[config.mk]
export PLATFORM = sky130hd
export DESIGN_NAME = shared_pin_ctrl
export DESIGN_NICKNAME = d
export VERILOG_FILES = /design/src/rtl/spc_pkg.sv /design/src/rtl/spc_window_fsm.sv /design/src/rtl/spc_pd_qual.sv /design/src/rtl/spc_lane.sv /design/src/rtl/shared_pin_ctrl.sv
export SDC_FILE = /design/constraint.sdc
export NUM_CORES = 1
export LEC_CHECK = 0
export BUFFER_PORTS_ARGS = -buffer_cell sky130_fd_sc_hd__buf_4
export CAP_MARGIN = 10
export CORE_MARGIN = 2
export CORE_UTILIZATION = 56
export DETAILED_ROUTE_END_ITERATION = 8
export PLACE_DENSITY = 0.78
export SLEW_MARGIN = 5
export SYNTH_ARGS = -nofsm -noshare
export SYNTH_HDL_FRONTEND = slang
export SYNTH_SLANG_ARGS = --single-unit
[constraint.sdc]
create_clock -name clk -period 2.02 [get_ports clk]
set_clock_uncertainty 0.2 [all_clocks]
set_input_delay 0.202 -clock clk [delete_from_list [all_inputs] [get_ports clk]]
set_output_delay 0.202 -clock clk [all_outputs]
set_load 0.02 [all_outputs]
[src/rtl/spc_pkg.sv]
package spc_pkg;
  // Function currently assigned to the shared pin
  typedef enum logic {
    PIN_FN_TRI = 1'b0,
    PIN_FN_PD  = 1'b1
  } pin_fn_e;
endpackage

[src/rtl/spc_window_fsm.sv]
module spc_window_fsm #(
  parameter int WINDOW_CYC = 21477,
  parameter int STRAP_W    = 5
) (
  input  logic               clk,
  input  logic               rst,
  input  logic               pin_n,
  input  logic [STRAP_W-1:0] strap_in,
  output logic               window_done,
  output logic               pd_capable,
  output logic [STRAP_W-1:0] strap_q
);
  localparam int WW = $clog2(WINDOW_CYC + 1);
  localparam logic [WW-1:0] LAST = WW'(WINDOW_CYC - 1);

  logic [WW-1:0] win_cnt;

  always_ff @(posedge clk) begin
    if (rst) begin
      win_cnt     <= '0;
      window_done <= 1'b0;
      pd_capable  <= 1'b0;
      strap_q     <= '0;
    end else if (!window_done) begin
      if (win_cnt == LAST) begin
        window_done <= 1'b1;
        pd_capable  <= pin_n;   // a held tristate request keeps the pin as tristate
        strap_q     <= strap_in;
      end else begin
        win_cnt <= win_cnt + 1'b1;
      end
    end
  end

  AST_WINDOW_STICKY: assert property (@(posedge clk) disable iff (rst)
    window_done |=> window_done);
  AST_STRAP_LOCKED: assert property (@(posedge clk) disable iff (rst)
    (window_done && $past(window_done)) |-> $stable(strap_q));
endmodule

[src/rtl/spc_pd_qual.sv]
module spc_pd_qual #(
  parameter int QUAL_EDGES = 2,
  parameter int SETTLE_CYC = 64
) (
  input  logic clk,
  input  logic rst,
  input  logic host_clk,
  input  logic pin_n,
  input  logic mode_pd,
  output logic pd_active,
  output logic settle_done
);
  localparam int QW = $clog2(QUAL_EDGES) + 1;
  localparam int SW = $clog2(SETTLE_CYC) + 1;
  localparam logic [QW-1:0] QLAST = QW'(QUAL_EDGES - 1);
  localparam logic [SW-1:0] SLAST = SW'(SETTLE_CYC - 1);

  logic          host_q;
  logic          host_rise;
  logic [QW-1:0] qual_cnt;
  logic [SW-1:0] settle_cnt;

  assign host_rise = host_clk & ~host_q;

  always_ff @(posedge clk) begin
    if (rst) begin
      host_q      <= 1'b0;
      qual_cnt    <= '0;
      pd_active   <= 1'b0;
      settle_cnt  <= '0;
      settle_done <= 1'b1;
    end else begin
      host_q <= host_clk;
      if (!mode_pd || pin_n) begin
        qual_cnt  <= '0;
        pd_active <= 1'b0;
      end else if (host_rise) begin
        if (qual_cnt == QLAST) pd_active <= 1'b1;
        if (qual_cnt < QLAST)  qual_cnt  <= qual_cnt + 1'b1;
      end
      if (pd_active) begin
        settle_cnt  <= '0;
        settle_done <= 1'b0;
      end else if (!settle_done) begin
        if (settle_cnt == SLAST) settle_done <= 1'b1;
        else                     settle_cnt  <= settle_cnt + 1'b1;
      end
    end
  end

  AST_PD_QUALIFIED: assert property (@(posedge clk) disable iff (rst)
    $rose(pd_active) |-> ($past(mode_pd) && !$past(pin_n) && $past(host_rise)));
  AST_PD_RELEASE: assert property (@(posedge clk) disable iff (rst)
    (pin_n && pd_active) |=> !pd_active);
endmodule

[src/rtl/spc_lane.sv]
module spc_lane (
  input  logic clk,
  input  logic rst,
  input  logic src_clk,
  input  logic pd_active,
  input  logic settle_done,
  output logic clk_out
);
  logic src_q;
  logic parked;
  logic park_nx;

  always_comb begin
    park_nx = parked;
    if (pd_active && src_q && !src_clk)
      park_nx = 1'b1;                       // falling edge of the source: stop here
    else if (!pd_active && settle_done && !src_q && src_clk)
      park_nx = 1'b0;                       // rising edge after settle: resume
  end

  always_ff @(posedge clk) begin
    if (rst) begin
      src_q   <= 1'b0;
      parked  <= 1'b0;
      clk_out <= 1'b0;
    end else begin
      src_q   <= src_clk;
      parked  <= park_nx;
      clk_out <= src_clk & ~park_nx;
    end
  end

  AST_PARK_AFTER_HIGH: assert property (@(posedge clk) disable iff (rst)
    $rose(parked) |-> ($past(clk_out) && !clk_out));
  AST_RESTART_HIGH: assert property (@(posedge clk) disable iff (rst)
    $fell(parked) |-> clk_out);
  AST_RISE_FOLLOWS_SRC: assert property (@(posedge clk) disable iff (rst)
    $rose(clk_out) |-> $past(src_clk));
endmodule

[src/rtl/shared_pin_ctrl.sv]
module shared_pin_ctrl #(
  parameter int N_OUT      = 8,
  parameter int STRAP_W    = 5,
  parameter int WINDOW_CYC = 21477,
  parameter int QUAL_EDGES = 2,
  parameter int SETTLE_CYC = 64
) (
  input  logic               clk,
  input  logic               rst,
  input  logic               pin_n,
  input  logic               pin_sel_pd,
  input  logic               host_clk,
  input  logic [STRAP_W-1:0] strap_in,
  input  logic [N_OUT-1:0]   src_clk,
  output logic [N_OUT-1:0]   clk_out,
  output logic               hiz,
  output logic               pd_active,
  output logic               osc_run,
  output logic               pin_is_pd,
  output logic [STRAP_W-1:0] strap_q
);
  import spc_pkg::*;

  logic    window_done;
  logic    pd_capable;
  logic    settle_done;
  pin_fn_e pin_fn;

  spc_window_fsm #(.WINDOW_CYC(WINDOW_CYC), .STRAP_W(STRAP_W)) u_window (
    .clk(clk), .rst(rst), .pin_n(pin_n), .strap_in(strap_in),
    .window_done(window_done), .pd_capable(pd_capable), .strap_q(strap_q)
  );

  assign pin_fn    = (window_done && pd_capable && pin_sel_pd) ? PIN_FN_PD : PIN_FN_TRI;
  assign pin_is_pd = (pin_fn == PIN_FN_PD);

  spc_pd_qual #(.QUAL_EDGES(QUAL_EDGES), .SETTLE_CYC(SETTLE_CYC)) u_qual (
    .clk(clk), .rst(rst), .host_clk(host_clk), .pin_n(pin_n), .mode_pd(pin_is_pd),
    .pd_active(pd_active), .settle_done(settle_done)
  );

  assign osc_run = ~pd_active;

  always_ff @(posedge clk) begin
    if (rst) hiz <= 1'b0;
    else     hiz <= (pin_fn == PIN_FN_TRI) && !pin_n;
  end

  for (genvar g = 0; g < N_OUT; g++) begin : g_lane
    spc_lane u_lane (
      .clk(clk), .rst(rst), .src_clk(src_clk[g]), .pd_active(pd_active),
      .settle_done(settle_done), .clk_out(clk_out[g])
    );
  end

  AST_HIZ_FROM_PIN: assert property (@(posedge clk) disable iff (rst)
    $rose(hiz) |-> !$past(pin_n));
  AST_NO_PD_IN_TRI: assert property (@(posedge clk) disable iff (rst)
    !window_done |-> !pd_active);
  AST_OSC_STOP: assert property (@(posedge clk) disable iff (rst)
    $rose(pd_active) |-> !osc_run);
endmodule

==> impl_metrics.yaml <==
logic_synthesis:
  synth_warnings: 0
  synth_flop_cell: "dfxtp_1"
  syn_inst: 280
  ys_seq_area_frac: 0.465
  synth_cell_types: 39
  syn_avg_cell_area_um2: 9.08
  synthArstFlopShare: 0
  syn-num-nets: 303
  synth-edff-count: 0
  synth_area_leader_cell: "dfxtp_1"
  synth_seq_cells: 59
  syn-cell-area_um2: 2540
  synth.top_cell.area_share: 0.465
  ys_top_cells_by_area: "dfxtp_1 46%, a21oi_1 4.7%, nand2b_1 3.9%"
grt:
  grt_first_pass_wirelength_um: 8600
  grtUsageTotal: 0.216
  grt_overflow: 0
  grt_max_degree: 35
  antenna_found_initial: 0
  grt_pass1_vias: 1969
clock_network:
  cts_setup_buffers: 0
  clockBufferDepth: 2
  clk_latency_ns: 0.33
  cts_tree: "yes"
  cts-root-buf: "clkbuf_8"
  cts_buffers: 9
  path_clk_slew_ns: 0.06
  h-tree-depth: 3
  cts.sinks: 59
place:
  numPortBuffers: 34
  gp_congestion: 0.740
  placed_cells: 352
  post-place-ws_ns: 0.209
  dp_hpwl_um: 3270
sta:
  fin_crit_sh: 0.897
  fmax_mhz: 552
  hold_violations: 0
  rsz0062_at_grt: "no"
  slew_viol_final: 0
  tightest_slew_ns: 0.479
  slew-limit-headroom: 0.679
  tns_ns: 0
  setup_violations: 0
  fin_crit_ns: 1.81
  setup_ws_ns: 0.207
layout:
  fillCellCount: 336
  instances_no_fill: 382
  multi_input_comb_area_um2: 1210
  drive_gt1_frac: 0.191
  diodes: 0
  seq_area_um2: 1180
  areaGrowthSynthToFinish_pct: 22.7
  nNetsFinal: 349
worst_setup_path:
  worst-setup-path-type: "flop to flop"
  r2r_slack_ns: 0.21
  worstPathMaxFanout: 6
  path_cells: "inv_1, ha_1, nand2b_1, nor3_2, nor3b_4, mux2i_1"
  cp-endpoint: "u_window.strap_q[0]"
  crit_path_top_delay_cell: "nor3b_4"
  critPathLaunchType: "flop"
  critPathArrivalTime_ns: 1.86
  critPathRequiredTime_ns: 2.07
  r2r-end: "u_window.strap_q[0]"
  ff2ff_path_depth: 6
  crit_path_start: "u_window.win_cnt[0]"
  reg2reg_from: "u_window.win_cnt[0]"
  slowest_delay_ns: 0.41
  cp-end-kind: "flop"
drt:
  drc: 0
  vias_per_cell: 5.30
  firstDrtPassIters: 4
  ant_nets: 0
  wl_per_cell_um: 12.7
  routed_wl_um: 4850
  vias: 2024
  drt_iter0_drc: 115
floorplan:
  rows: 24
  start_util: 0.584
  die_y_um: 71.4
  coreArea_um2: 4350
  die_area_um2: 5100
  dieWidth_um: 71.4
  io_pins: 35
power:
  pwr-share-clk: 0.410
  power_frac_seq: 0.518
  p_int_mw: 1.81
  switching_power_mw: 0.512
  swShare: 0.220
  comb_power_share: 0.072
  powerDensity_nw_per_um2: 744
  power_leakage_nw: 1.23
  vdd_ir_drop_max_mv: 0.609
status:
  run_status: "completed"
flow_run:
  cap_viol_max_count: 0
hold_path:
  hp-class: "primary input to flop"
## cells by family (layout without fill, tap and decap cells)
family | count (synthesis) | in the layout | share of synthesized area
buffers and inverters | 33 | 83 | 0.0605
xor gates and xnor gates | 10 | 10 | 0.0344
muxes | 9 | 9 | 0.0374
DFF | 59 | 59 | 0.465
and+or+nand+nor | 119 | 119 | 0.283
adders and majority gates | 5 | 5 | 0.0246
AOI/OAI and AO/OA | 45 | 45 | 0.0955
## placed cells by master (no fill, tap or decap), types with 2 or more instances in the layout
cell type	netlist	layout
buf_4	8	37
dlygate4sd3_1	0	15
mux2i_1	8	8
and2_1	7	7
inv_1	16	16
and3_1	3	3
nand3b_1	9	9
nand4_1	2	2
a31oi_1	4	4
o21ai_0	13	13
nand3_1	5	5
nor3_1	15	15
ha_1	5	5
nand2_1	13	13
or3_1	4	4
xnor2_1	10	10
nand2b_1	16	16
clkbuf_8	0	12
nor4_1	4	4
nor2_1	26	26
a21oi_1	24	24
clkinv_2	0	2
dfxtp_1	59	59
nor2b_1	4	4
## timing repair
action | 4_1_cts | 5_1_grt
hold buffers | 15 | 0
gates resized for setup | 0 | 0
hold endpoints to repair | 19 | 0
## layer usage
| metal | track usage | wire, um | share of wire |
|---|---|---|---|
| met1 | 0.258 | 2180 | 0.45 |
| met2 | 0.358 | 2420 | 0.50 |
| met3 | 0.0731 | 227 | 0.047 |
| met4 | 0.0860 | 25 | 0.0052 |
| met5 | 0 | 0 | 0 |
## how the worst min path moves through the flow
stage / start / slack [ns] / cells past startpoint / endpoint
finish: rst / 0.06 / 2 / u_window.win_cnt[7]
global route: pin_sel_pd / 0.09 / 3 / hiz
CTS: rst / 0.04 / 2 / u_window.win_cnt[14]
detailed placement: pin_n / 0.20 / 2 / hiz
global placement: pin_n / 0.19 / 2 / hiz
floorplan: pin_n / 0.08 / 1 / hiz
## metrics by stage
stage | total power, mW | util | cell area (um2) | hold slack [ns]
detailed placement | 1.37 | 0.641 | 2790 | 0.204
global placement | 1.37 | 0.641 | 2790 | 0.191
finish | 2.32 | 0.717 | 3120 | 0.0621
CTS | 2.36 | 0.717 | 3120 | 0.0433
global route | 2.43 | 0.717 | 3120 | 0.0898
floorplan | 1.32 | - | 2540 | 0.0813
## sequential cells by signal (all words and copies together), names as in the netlist, 2 cells and up
signal,flops
u_qual.settle_cnt,7
g_lane.u_lane.clk_out,8
g_lane.u_lane.parked,8
u_window.win_cnt,15
u_window.strap_q,5
g_lane.u_lane.src_q,8
u_qual.qual_cnt,2
## power groups by stage
stage / Clock, mW / Combinational [mW] / Sequential [mW]
final: 0.952 / 0.166 / 1.20
after detailed placement: 0 / 0.143 / 1.23
after CTS: 0.989 / 0.167 / 1.20
after floorplan: 0 / 0.0958 / 1.23
after global placement: 0 / 0.139 / 1.23
after global routing: 1.04 / 0.185 / 1.21
## critical path: cells and delay by family, from the launching register on
family / cells / cell delay [ns]
DFF: 1 / 0.33
and+or+nand+nor: 3 / 0.72
muxes: 1 / 0.24
adders and majority gates: 1 / 0.16
buffers and inverters: 1 / 0.08
## layout make-up
type	count	share of cell area
clock buffer	13	0.0541
clock inverter	2	0.00321
inverter	16	0.0192
multi-input combinational	188	0.387
sequential	59	0.379
tap	52	0.0209
timing repair buffer	52	0.137
## cell usage after synthesis (2+ instances only)
library cell / instances
buf_4: 8
o21ai_0: 13
nor2b_1: 4
a31oi_1: 4
xnor2_1: 10
mux2i_1: 8
or3_1: 4
clkbuf_1: 7
inv_1: 16
dfxtp_1: 59
a21oi_1: 24
nor4_1: 4
nand2b_1: 16
and3_1: 3
nand2_1: 13
nand3b_1: 9
buf_1: 2
and2_1: 7
nor3_1: 15
nand3_1: 5
ha_1: 5
nand4_1: 2
nor2_1: 26
No activity file was read; power rests on OpenSTA's default activity.
